$ cat config.mk
export PLATFORM = sky130hd
export DESIGN_NAME = nfc_tx_framer
export DESIGN_NICKNAME = d
export VERILOG_FILES = /design/src/rtl/nfc_tx_pkg.sv /design/src/rtl/etu_timer.sv /design/src/rtl/crc16_acc.sv /design/src/rtl/frame_seq.sv /design/src/rtl/nfc_tx_framer.sv
export SDC_FILE = /design/constraint.sdc
export NUM_CORES = 1
export LEC_CHECK = 0
export ABC_AREA = 1
export BUFFER_PORTS_ARGS = -buffer_cell sky130_fd_sc_hd__buf_2
export CAP_MARGIN = 5
export CORE_ASPECT_RATIO = 1.5
export CORE_MARGIN = 2
export CORE_UTILIZATION = 40
export DETAILED_ROUTE_END_ITERATION = 6
export GPL_TIMING_DRIVEN = 0
export REMOVE_ABC_BUFFERS = 1
export SETUP_SLACK_MARGIN = 0.1
export SYNTH_ARGS = -nofsm -noshare
export SYNTH_HDL_FRONTEND = slang
export SYNTH_SLANG_ARGS = --single-unit
export TNS_END_PERCENT = 1
$ cat constraint.sdc
create_clock -name clk -period 2.3 [get_ports clk]
set_input_delay 0.46 -clock clk [delete_from_list [all_inputs] [get_ports clk]]
set_output_delay 0.46 -clock clk [all_outputs]
set_load 0.05 [all_outputs]
$ cat src/rtl/nfc_tx_pkg.sv
package nfc_tx_pkg;

  typedef enum logic [2:0] {
    ST_IDLE,
    ST_SOF0,
    ST_SOF1,
    ST_CHAR,
    ST_GUARD,
    ST_WAIT,
    ST_EOF
  } seq_state_t;

  localparam logic [15:0] CRC_POLY_R = 16'h8408;
  localparam logic [15:0] CRC_PRESET = 16'hFFFF;

  // One byte of the reflected CRC-16, bit by bit, LSB of the byte first.
  function automatic logic [15:0] crc16_step(input logic [15:0] c, input logic [7:0] b);
    logic [15:0] r;
    r = c ^ {8'h00, b};
    for (int i = 0; i < 8; i++) begin
      r = r[0] ? ((r >> 1) ^ CRC_POLY_R) : (r >> 1);
    end
    return r;
  endfunction

endpackage

$ cat src/rtl/etu_timer.sv
module etu_timer #(
  parameter int ETU_BASE = 128
) (
  input  logic       clk,
  input  logic       rst,
  input  logic       load,
  input  logic       sync,
  input  logic [1:0] rate,
  output logic       tick
);
  localparam int CW = $clog2(ETU_BASE);

  logic [1:0]    rate_q;
  logic [CW-1:0] cnt;
  logic [CW-1:0] lim;

  always_comb begin
    if (rate_q[1])      lim = CW'((ETU_BASE >> 2) - 1);
    else if (rate_q[0]) lim = CW'((ETU_BASE >> 1) - 1);
    else                lim = CW'(ETU_BASE - 1);
  end

  assign tick = (cnt == lim);

  always_ff @(posedge clk) begin
    if (rst) begin
      rate_q <= 2'b00;
      cnt    <= '0;
    end else begin
      if (load) rate_q <= rate;
      if (sync || tick) cnt <= '0;
      else              cnt <= cnt + 1'b1;
    end
  end
endmodule

$ cat src/rtl/crc16_acc.sv
module crc16_acc
  import nfc_tx_pkg::*;
(
  input  logic        clk,
  input  logic        rst,
  input  logic        clr,
  input  logic        en,
  input  logic [7:0]  data,
  output logic [15:0] crc
);
  always_ff @(posedge clk) begin
    if (rst || clr) crc <= CRC_PRESET;
    else if (en)    crc <= crc16_step(crc, data);
  end
endmodule

$ cat src/rtl/frame_seq.sv
module frame_seq
  import nfc_tx_pkg::*;
#(
  parameter int GUARD_W = 4
) (
  input  logic               clk,
  input  logic               rst,
  input  logic               tick,
  input  logic               sof_zero_ext,
  input  logic               sof_one_ext,
  input  logic               eof_zero_ext,
  input  logic [GUARD_W-1:0] guard_etus,
  input  logic               crc_off,
  input  logic [7:0]         in_data,
  input  logic               in_valid,
  input  logic               in_last,
  input  logic [15:0]        crc_q,
  output logic               in_ready,
  output logic               ser_out,
  output logic               busy,
  output logic               t_load,
  output logic               t_sync,
  output logic               crc_clr,
  output logic               crc_en
);
  localparam int CNTW = (GUARD_W > 4) ? GUARD_W : 4;

  seq_state_t         st;
  logic [CNTW-1:0]    cnt;
  logic [9:0]         sh;
  logic               s0x_q, s1x_q, ex_q, coff_q;
  logic [GUARD_W-1:0] guard_q;
  logic               last_seen;
  logic [1:0]         crc_left;

  logic            start, accept, more, adv_next, take;
  logic [CNTW-1:0] z_end, o_end, e_end, g_end;
  logic [7:0]      nb;

  assign z_end = s0x_q ? CNTW'(10) : CNTW'(9);
  assign o_end = s1x_q ? CNTW'(2)  : CNTW'(1);
  assign e_end = ex_q  ? CNTW'(10) : CNTW'(9);
  assign g_end = CNTW'(guard_q) - 1'b1;

  assign more  = !last_seen || (crc_left != 2'd0);
  assign start = (st == ST_IDLE) && in_valid;

  always_comb begin
    adv_next = 1'b0;
    if (tick) begin
      unique case (st)
        ST_SOF1:  adv_next = (cnt == o_end);
        ST_GUARD: adv_next = (cnt == g_end);
        ST_CHAR:  adv_next = (cnt == CNTW'(9)) && more && (guard_q == '0);
        default:  adv_next = 1'b0;
      endcase
    end
  end

  assign in_ready = (st == ST_WAIT) || (adv_next && !last_seen);
  assign accept   = in_ready && in_valid;
  assign take     = accept || (adv_next && last_seen);
  assign nb       = !last_seen ? in_data
                  : (crc_left == 2'd2) ? ~crc_q[7:0] : ~crc_q[15:8];

  assign t_load  = start;
  assign t_sync  = start || ((st == ST_WAIT) && in_valid);
  assign crc_clr = start;
  assign crc_en  = accept;

  always_ff @(posedge clk) begin
    if (rst) begin
      st        <= ST_IDLE;
      cnt       <= '0;
      sh        <= '0;
      ser_out   <= 1'b1;
      busy      <= 1'b0;
      s0x_q     <= 1'b0;
      s1x_q     <= 1'b0;
      ex_q      <= 1'b0;
      coff_q    <= 1'b0;
      guard_q   <= '0;
      last_seen <= 1'b0;
      crc_left  <= 2'd0;
    end else begin
      if (accept) begin
        last_seen <= in_last;
        crc_left  <= (in_last && !coff_q) ? 2'd2 : 2'd0;
      end
      unique case (st)
        ST_IDLE: if (in_valid) begin
          st        <= ST_SOF0;
          ser_out   <= 1'b0;
          busy      <= 1'b1;
          cnt       <= '0;
          s0x_q     <= sof_zero_ext;
          s1x_q     <= sof_one_ext;
          ex_q      <= eof_zero_ext;
          coff_q    <= crc_off;
          guard_q   <= guard_etus;
          last_seen <= 1'b0;
          crc_left  <= 2'd0;
        end
        ST_SOF0: if (tick) begin
          if (cnt == z_end) begin
            st      <= ST_SOF1;
            ser_out <= 1'b1;
            cnt     <= '0;
          end else cnt <= cnt + 1'b1;
        end
        ST_SOF1: if (tick && !adv_next) cnt <= cnt + 1'b1;
        ST_CHAR: if (tick) begin
          if (cnt == CNTW'(9)) begin
            if (!more) begin
              st      <= ST_EOF;
              ser_out <= 1'b0;
              cnt     <= '0;
            end else if (guard_q != '0) begin
              st  <= ST_GUARD;
              cnt <= '0;
            end
          end else begin
            cnt     <= cnt + 1'b1;
            sh      <= sh >> 1;
            ser_out <= sh[1];
          end
        end
        ST_GUARD: if (tick && !adv_next) cnt <= cnt + 1'b1;
        ST_WAIT: ;
        ST_EOF: if (tick) begin
          if (cnt == e_end) begin
            st      <= ST_IDLE;
            ser_out <= 1'b1;
            busy    <= 1'b0;
          end else cnt <= cnt + 1'b1;
        end
        default: st <= ST_IDLE;
      endcase
      if (adv_next && !take) begin
        st      <= ST_WAIT;
        ser_out <= 1'b1;
      end
      if (take) begin
        st      <= ST_CHAR;
        cnt     <= '0;
        sh      <= {1'b1, nb, 1'b0};
        ser_out <= 1'b0;
        if (last_seen) crc_left <= crc_left - 1'b1;
      end
    end
  end
endmodule

$ cat src/rtl/nfc_tx_framer.sv
module nfc_tx_framer #(
  parameter int ETU_BASE = 128,
  parameter int GUARD_W  = 4
) (
  input  logic               clk,
  input  logic               rst,
  input  logic [1:0]         rate_sel,
  input  logic               sof_zero_ext,
  input  logic               sof_one_ext,
  input  logic               eof_zero_ext,
  input  logic [GUARD_W-1:0] guard_etus,
  input  logic               crc_off,
  input  logic               loop_en,
  input  logic               rx_in,
  input  logic [7:0]         in_data,
  input  logic               in_valid,
  input  logic               in_last,
  output logic               in_ready,
  output logic               ser_out,
  output logic               busy,
  output logic               rx_out
);
  logic        tick, t_load, t_sync, crc_clr, crc_en;
  logic [15:0] crc_q;

  etu_timer #(.ETU_BASE(ETU_BASE)) u_etu (
    .clk(clk), .rst(rst), .load(t_load), .sync(t_sync), .rate(rate_sel), .tick(tick)
  );

  crc16_acc u_crc (
    .clk(clk), .rst(rst), .clr(crc_clr), .en(crc_en), .data(in_data), .crc(crc_q)
  );

  frame_seq #(.GUARD_W(GUARD_W)) u_seq (
    .clk(clk), .rst(rst), .tick(tick),
    .sof_zero_ext(sof_zero_ext), .sof_one_ext(sof_one_ext), .eof_zero_ext(eof_zero_ext),
    .guard_etus(guard_etus), .crc_off(crc_off),
    .in_data(in_data), .in_valid(in_valid), .in_last(in_last), .crc_q(crc_q),
    .in_ready(in_ready), .ser_out(ser_out), .busy(busy),
    .t_load(t_load), .t_sync(t_sync), .crc_clr(crc_clr), .crc_en(crc_en)
  );

  // Self-test tap: registered selector between the outgoing line and the external receive line.
  always_ff @(posedge clk) begin
    if (rst) rx_out <= 1'b1;
    else     rx_out <= loop_en ? ser_out : rx_in;
  end
endmodule

Word level (Yosys, flattened, before mapping)
Index checks and enable logic that the tools add are counted.
{"block": "op_classes", "n_addsub": 4, "n_mux": 69, "reduce_logical": 41, "bitwise_logic": 12, "eq_ne": 41}
{"operator": "$mux 16", "n": 8}
{"operator": "$mux 10", "n": 4}
{"operator": "$mux 4", "n": 10}
{"operator": "$mux 3", "n": 10}
{"operator": "$not 2->3", "n": 8}
{"operator": "$mux 2", "n": 10}
{"operator": "$pmux 4 s5", "n": 1}
{"operator": "$mux 1", "n": 18}
{"operator": "$reduce_and 9->1", "n": 2}
{"operator": "$eq 4x4->1", "n": 4}
{"operator": "$mux 8", "n": 2}
{"operator": "$not 8->8", "n": 2}
{"operator": "$reduce_and 8->1", "n": 2}
{"operator": "$xor 16x8->16", "n": 1}
{"operator": "$pmux 3 s5", "n": 1}
{"operator": "$mux 7", "n": 2}
{"operator": "$ne 3x1->1 const B", "n": 4}
{"operator": "$ne 4x1->1 const B", "n": 3}
{"operator": "$ne 4x2->1 const B", "n": 3}
{"operator": "$logic_and 1x1->1", "n": 10}
{"operator": "$ne 2x2->1 const B", "n": 5}
{"operator": "$ne 5x5->1 const B", "n": 2}
{"operator": "$eq 3x3->1 const B", "n": 3}
{"operator": "$ne 3x2->1 const B", "n": 3}
{"operator": "other kinds (30)", "n": 49}
{"block": "word_totals", "word_cells": 185, "out_inout_bits": 4, "reg_bits": 56, "in_bits": 24}

Longest topological paths before layout
Gate-level depths: netlist of run 1.
{"block": "depth", "depth_word": 17, "ltp_mapped": 19, "mapped_depth_nobuf": 18}

Hierarchy
A second synthesis of run 1 with hierarchy kept.
{"block": "hier_totals", "cells_unflattened": 535, "area_unflattened_um2": 3453.3}
{"module": "frame_seq", "n_inst": 1, "area_per_inst_um2": 1976.9, "seq_area_each_um2": 580.6, "cells_per_inst": 308}
{"module": "crc16_acc", "n_inst": 1, "area_per_inst_um2": 1022.2, "seq_area_each_um2": 320.3, "cells_per_inst": 162}
{"module": "etu_timer", "n_inst": 1, "area_per_inst_um2": 406.6, "seq_area_each_um2": 180.2, "cells_per_inst": 59}
{"module": "nfc_tx_framer", "n_inst": 1, "area_per_inst_um2": 47.5, "seq_area_each_um2": 20.0, "cells_per_inst": 6}

Worst setup path after synthesis of run 1
Ideal clock, no wire load.
{"block": "synth_path", "kind": "reg2reg", "startpoint": "register u_seq.guard_q[0]", "endpoint": "register u_crc.crc[15]", "n_path_buf": 1, "path_stages_with_launch": 16, "synth_period_minus_slack_ns": 1.990, "arrival_time_ns": 1.865, "required_ns": 2.176, "path_slack_ns": 0.310, "setup_time_ns": 0.124, "cell_sequence": "dfxtp_1 > inv_1 > ha_1 > inv_1 > nand3_1 > nand3_1 > nand2_1 > nor2_1 > nand3_1 > nand2_2 > nand3_2 > nand2_4 > nand2_4 > buf_2 > a21oi_1 > o21ai_1"}
{"block": "synth_between", "elab_chain_cells": 7, "elab_cells_between_ends": 9, "classes_between": "add/sub: 1; eq/ne: 1; mux: 2; reduce/logical: 5"}
{"element": "start: declaration", "line": "frame_seq.sv:32", "source": "logic [GUARD_W-1:0] guard_q;"}
{"element": "start signal: assignment", "line": "frame_seq.sv:100", "source": "guard_q <= guard_etus;"}
{"element": "$sub 4x1->4 / $logic_not 4->1 (equally long branches)", "line": "frame_seq.sv:43, frame_seq.sv:54"}
{"element": "$eq 4x4->1 / $logic_and 1x1->1 (equally long branches)", "line": "frame_seq.sv:53, frame_seq.sv:54"}
{"element": "$pmux 1 s3 (*)", "line": "frame_seq.sv:51", "source": "unique case (st)"}
{"element": "$mux 1 (*)", "line": "frame_seq.sv:50", "source": "if (tick) begin"}
{"element": "$logic_and 1x1->1 (*)", "line": "frame_seq.sv:60", "source": "assign in_ready = (st == ST_WAIT) || (adv_next && !last_seen);"}
{"element": "$logic_or 1x1->1 (*)", "line": "frame_seq.sv:60"}
{"element": "named net in_ready", "line": "nfc_tx_framer.sv:18", "source": "output logic in_ready,"}
{"element": "$logic_and 1x1->1 (*)", "line": "frame_seq.sv:61", "source": "assign accept = in_ready && in_valid;"}
{"element": "end signal: assignment", "line": "crc16_acc.sv:13", "source": "else if (en) crc <= crc16_step(crc, data);"}
{"element": "end: declaration", "line": "crc16_acc.sv:9", "source": "output logic [15:0] crc"}
Mark *: on every way through the listed nets, which the timed path passes. The rest lies on a longest branch.
A chain may end at the register's enable or synchronous reset.

Worst setup path after layout of run 1
{"block": "layout_path", "startpoint": "register u_etu.cnt[0]", "endpoint": "output port in_ready"}
{"block": "layout_between", "elab_chain_cells": 4}
{"element": "start: declaration", "line": "etu_timer.sv:14", "source": "logic [CW-1:0] cnt;"}
{"element": "start signal: assignment", "line": "etu_timer.sv:32", "source": "else cnt <= cnt + 1'b1;"}
{"element": "$eq 7x7->1", "line": "etu_timer.sv:23", "source": "assign tick = (cnt == lim);"}
{"element": "$mux 1", "line": "frame_seq.sv:50"}
{"element": "$logic_and 1x1->1", "line": "frame_seq.sv:60"}
{"element": "$logic_or 1x1->1", "line": "frame_seq.sv:60"}
{"element": "end: declaration", "line": "nfc_tx_framer.sv:18"}
No other way between the ends.

==> metrics.cfg, run 1 <==
[synthesis]
ys_types=34
yosysSeqAreaShare_pct=35.10
ys_ff_latch=55
syn_inst=445
avgSynthCellArea_um2=7.049
synth_area_um2=3137
yosysWarnings=0

[critical_path]
worstReg2RegStart=u_seq.cnt[1]
rrSetupSlack_ns=0.17
worstSetupStartpointType=flip-flop
cp_common_cell=nand3_4
r2r-end=u_seq.cnt[2]
endpoint_kind=output port
cp.required_ns=1.84
crit_fanout=7
crit_arrival_ns=1.86
crit_path_cell_trace=ha_1 > nand2_1 > nor2_2 > nand3_4 > inv_2 > nand3_4 > nand2_8 > buf_8
cp_slowest_stage_delay_ns=0.38
rr_worst_depth=13
critical_path_class=reg2out
slowest_stage=dfxtp_1

[floorplanning]
die_h_um=112.5
dieArea_um2=8581
io_pins=28
row_count=39
start_util_pct=41.21
die_w_um=76.31
core-area_um2=7612

[power]
power_density_nw_per_um2=858.8
cellLeakagePower_nw=1.611
power_switching_mw=1.238
swShare_pct=39.46
pwr-share-seq_pct=38.1
power_frac_comb_pct=38.0
total_power_mw=3.137
power_frac_clock_pct=23.9
vdd_ir_drop_max_mv=0.5052
p_int_mw=1.899

[sta]
fin_tns_setup_ns=-0.02021
period_share_pct=100.9
report.final.hold_viol_count=0
relSlewSlack_pct=70.61
drv_slew=0
tightest_slew_ns=0.4378
clock_skew_ns=0.005971
setup_ws_ns=-0.02021
period_minus_slack_ns=2.320
clock.fmax_mhz=431.0
rsz0062_at_grt=true
setup_viol=1

[cells_and_area]
final_core_util_pct=47.98
diodes=0
drive_above_1_share_pct=16.74
area_growth_pct=16.43
nFillCells=789
final_area_um2=3652
nNetsFinal=501

[global_routing]
antenna_found_initial=0
grt_max_degree=43
grt_pass1_wl_um=12930
track_usage_pct=18.82
overflow=0
grt_pass1_vias=2751

[clocking]
cts_sinks=55
cts_tree=done
clk_pin_slew_ns=0.07
clk_latency_ns=0.30
clock_path_buffers=2
htreeDepth=2
root_buffer=clkbuf_16
numCtsBuffers=5

[placed_design]
dp_slack_ns=-0.4741
hpwl_um=5635
io_buffers=27
gp_congestion=0.9536
placed_area_um2=3319

[route]
drc_errors=0
avgRoutedWirePerCell_um=13.51
drtPass1Iterations=5
drt-initial-drc-count=156
drtAntennaViolNets=0
wl_um=7754
vias=2908
avgViaCountPerCell=5.066

[hold_path]
min_from=loop_en
hold_path_class=in2reg
min_path_cells=2
holdPathEnd=rx_out

[run_status]
outcome=finished, violations left
violations=setup timing

[flow_run]
maxCapViolations=0

[layout by cell type (no fill, tap or decap), types with 5 or more instances in the layout]
master / n
ha_1: 5
nand2_1: 90
dfxtp_1: 51
xor2_1: 16
a21oi_1: 30
inv_2: 7
buf_2: 26
inv_1: 43
nand3_1: 28
nor2_1: 37
o211ai_1: 13
nand4_1: 14
clkbuf_16: 5
xnor2_1: 14
o22ai_1: 7
o21ai_0: 26
buf_4: 6
[final cells by class]
class                           instances  area (um^2)  share of cell area, %
Multi-Input combinational cell        322         1874                  51.32
Sequential cell                        55         1109                  30.35
Inverter                               54        211.5                  5.790
Timing Repair Buffer                   33        190.2                  5.207
Tap cell                              102        127.6                  3.494
Clock buffer                            5        125.1                  3.426
Clock inverter                          3        15.01                 0.4111
[timing repair]
item,in CTS,in global routing
pin swaps,9,12
gates resized for setup,22,14
endpoints found under the setup margin,42,42
hold buffers,0,0
buffers inserted,5,1
[layer usage]
layer | share of wire [%] | vias up | GRT usage (%)
li1 | - | 1525 | -
met1 | 43 | 1326 | 20.55
met2 | 52 | 42 | 35.22
met3 | 2.2 | 15 | 3.135
met4 | 3.1 | 0 | 8.485
met5 | 0 | - | 0
[registers in the layout, summed over array words and instances, names as in the netlist, named ones only]
| name | count |
|---|---|
| u_seq.ex_q | 1 |
| u_etu.cnt | 7 |
| u_seq.busy | 1 |
| u_seq.sh | 9 |
| rx_out | 1 |
| u_seq.crc_left | 2 |
| u_seq.coff_q | 1 |
| u_seq.ser_out | 1 |
| u_seq.s1x_q | 1 |
| u_etu.rate_q | 2 |
| u_seq.st | 3 |
| u_crc.crc | 16 |
| u_seq.s0x_q | 1 |
| u_seq.guard_q | 4 |
| u_seq.cnt | 4 |
[logic make-up (layout without fill, tap and decap cells)]
| group | after synthesis | in the layout | share of synthesized area [%] |
|---|---|---|---|
| xor+xnor | 31 | 31 | 8.656 |
| fa+ha+maj | 6 | 6 | 2.393 |
| simple gates | 195 | 195 | 28.32 |
| compound gates | 90 | 90 | 16.47 |
| buf+inv | 68 | 95 | 9.055 |
| flops | 55 | 55 | 35.10 |
[worst max-delay path: cells and delay by family, from the launching register on]
kind / cells / cell delay (ns)
adder cells (fa/ha/maj): 1 / 0.18
buffers and inverters: 2 / 0.31
AND/OR/NAND/NOR: 5 / 0.69
flip-flops: 1 / 0.38
[Yosys cell counts, drive strengths merged]
master | count | area (um^2)
a21boi | 2 | 15.01
a21oi | 31 | 155.2
a22o | 2 | 17.52
a31oi | 3 | 18.77
buf | 7 | 53.80
clkbuf | 7 | 26.28
clkinv | 3 | 12.51
dfxtp | 55 | 1101
ha | 6 | 75.07
inv | 51 | 191.4
nand2 | 99 | 409.1
nand3 | 32 | 170.2
nand3b | 2 | 15.01
nand4 | 14 | 87.58
nor2 | 42 | 170.2
nor3 | 3 | 15.01
nor3b | 2 | 15.01
nor4 | 1 | 6.260
o211ai | 13 | 97.59
o21ai | 29 | 145.1
o21bai | 2 | 15.01
o221ai | 1 | 8.760
o22ai | 7 | 43.79
xnor2 | 14 | 122.6
xor2 | 17 | 148.9
[power groups by stage]
stage               sequential, mW  clock [mW]  combinational, mW
floorplan                     1.23           0              0.739
finish                        1.19       0.750               1.19
detailed placement            1.21           0               1.04
CTS                           1.19       0.776               1.14
global route                  1.21       0.802               1.33
global placement              1.20           0               1.02
[worst max path at each step]
stage                                start      endpoint  cells after the start
after floorplan           u_seq.guard_q[0]  u_seq.cnt[2]                     16
after CTS                 u_seq.guard_q[1]      in_ready                     12
after global placement         u_seq.st[1]  u_etu.cnt[2]                      8
after global routing      u_seq.guard_q[1]      in_ready                     12
after detailed placement       u_seq.st[1]  u_etu.cnt[4]                      8
final                         u_etu.cnt[0]      in_ready                      8
[per-stage QoR]
stage,std cells,hold slack [ns]
6_report,574,0.3545
5_1_grt,574,0.3819
4_1_cts,573,0.3528
3_5_place_dp,560,0.4511
3_3_place_gp,560,0.4427
2_1_floorplan,431,0.4303
No activity file was read; power rests on OpenSTA's default activity.
==> run 2: changes to the inputs <==
--- a/config.mk
+++ b/config.mk
@@ -15,2 +15,3 @@
 export GPL_TIMING_DRIVEN = 0
+export MAX_ROUTING_LAYER = met4
 export REMOVE_ABC_BUFFERS = 1
--- a/constraint.sdc
+++ b/constraint.sdc
@@ -3,2 +3,2 @@
 set_output_delay 0.46 -clock clk [all_outputs]
-set_load 0.05 [all_outputs]
+set_load 0.1 [all_outputs]
==> metrics.cfg, run 2 (synthesis results as in run 1) <==
[clocking]
clock_path_buffers=2
hold_buffers=0
clk_latency_ns=0.29
clk_pin_slew_ns=0.07
cts_tree=done
cts_sinks=55
root_buffer=clkbuf_16
htreeDepth=2
numCtsBuffers=5

[critical_path]
cp_num_buf_inv=2
crit_fanout=4
slowest_stage=dfxtp_2
cp.required_ns=1.84
endpoint_kind=output port
critical_path_class=reg2out
critPathTopFamily=simple AND/OR/NAND/NOR gates
cp_common_cell=nand2_1
worstSetupStartpointType=flip-flop
cp_slowest_stage_delay_ns=0.34
crit_arrival_ns=1.87
crit_path_cell_trace=inv_2 > ha_4 > xor2_2 > nand2_1 > nand2_1 > nand2_1 > nor2_1 > nand3_1 > nand2_2 > nand3_4 > nand2_4 > buf_12

[floorplanning]
core-area_um2=7612
start_util_pct=41.21
die_w_um=76.31
dieArea_um2=8581
die_h_um=112.5
io_pins=28
row_count=39

[route]
drtPass1Iterations=4
vias=2897
drt-initial-drc-count=148
avgRoutedWirePerCell_um=12.97
wl_um=7421
avgViaCountPerCell=5.065
drtAntennaViolNets=0
drc_errors=0

[sta]
tightest_slew_ns=0.4842
period_minus_slack_ns=2.334
report.final.hold_viol_count=0
period_share_pct=101.5
relSlewSlack_pct=67.94
clock.fmax_mhz=428.4
clock_skew_ns=0.006419
rsz0062_at_grt=true
fin_tns_setup_ns=-0.03446
setup_viol=1
drv_slew=0
setup_ws_ns=-0.03446

[global_routing]
antenna_found_initial=0
grt_pass1_wl_um=13020
overflow=0
grt_pass1_vias=2853
track_usage_pct=19.01
grt_max_degree=43

[cells_and_area]
top_register=u_crc.crc
largest_reg_flops=16
drive_above_1_share_pct=16.81
fin_cells=572
nNetsFinal=499
top_regs=u_crc.crc: 16 flops, u_seq.sh: 9 flops, u_etu.cnt: 7 flops
mostFrequentLayoutCells=nand2_1, dfxtp_1, inv_1
nFillCells=833
diodes=0
area_growth_pct=16.07
final_common_cell=nand2_1

[power]
power_density_nw_per_um2=879.8
vdd_ir_drop_max_mv=0.4440
cellLeakagePower_nw=1.599

[run_status]
violations=setup timing
outcome=finished, violations left

[placed_design]
hpwl_um=5564
gp_congestion=0.9990
placed_cells=560
io_buffers=27

[hold_path]
hold_path_class=in2reg

[flow_run]
maxCapViolations=0

[run 2: cell count changes in the layout (fill, tap and decap cells not counted), moves of 2 or more]
cell / change
dfxtp_2: +3
buf_4: -2
o21ai_1: +2
clkinv_2: -3
dfxtp_1: -3
[run 2: where the power goes]
part | total, mW | switching, mW | internal, mW | leakage (nW)
Combinational | 1.22 | 0.808 | 0.408 | 1.08
Clock | 0.787 | 0.351 | 0.436 | 0.0731
Sequential | 1.20 | 0.118 | 1.08 | 0.451
[run 2: worst reg2reg max path, delay by kind of cell (launching register included)]
kind	cells	cell delay, ns
simple gates	10	1.31
flops	1	0.59
buf+inv	1	0.09
compound gates	1	0.09
[run 2: path summary, 6_finish.rpt]
path / start / cells after the start / slack [ns] / to
worst max-delay path: u_seq.guard_q[1] / 12 / -0.03 / in_ready
worst min-delay path: loop_en / 2 / 0.37 / rx_out
worst max register to register: flip-flop / 12 / 0.17 / u_seq.cnt[2]
worst min register to register: u_seq.coff_q / 2 / 0.46 / u_seq.coff_q
[run 2: per-layer routing]
metal / wire [um] / track usage (%) / vias to the layer above
met3: 230 / 2.733 / 13
met4: 143 / 5.576 / 0
li1: - / - / 1523
met2: 3900 / 35.58 / 55
met5: 0 / - / -
met1: 3146 / 20.63 / 1306
[run 2: timing repair]
| action | in CTS | in global routing |
|---|---|---|
| buffers inserted | 3 | 1 |
| gates resized for setup | 25 | 14 |
| pin swaps | 8 | 11 |
| setup endpoints to repair | 42 | 39 |
[run 2: final cells by class]
class	instances	area [um^2]	area share, %
Tap cell	102	127.6	3.505
Inverter	54	214.0	5.876
Timing Repair Buffer	31	180.2	4.948
Clock inverter	2	16.27	0.4467
Sequential cell	55	1112	30.55
Clock buffer	6	138.9	3.814
Multi-Input combinational cell	322	1852	50.86
[run 2: per-stage QoR]
| stage | cell area, um^2 | hold slack (ns) | util (%) | power (mW) | setup WS [ns] |
|---|---|---|---|---|---|
| final | 3641 | 0.3664 | 47.83 | 3.203 | -0.03446 |
| after global routing | 3641 | 0.3649 | 47.83 | 3.442 | -0.1998 |
| after CTS | 3597 | 0.3641 | 47.26 | 3.199 | -0.06354 |
| after detailed placement | 3319 | 0.4488 | 43.61 | 2.312 | -0.5106 |
| after global placement | 3319 | 0.4436 | 43.61 | 2.302 | -0.5016 |
| after floorplan | 3057 | 0.4303 | - | 2.036 | -0.02047 |
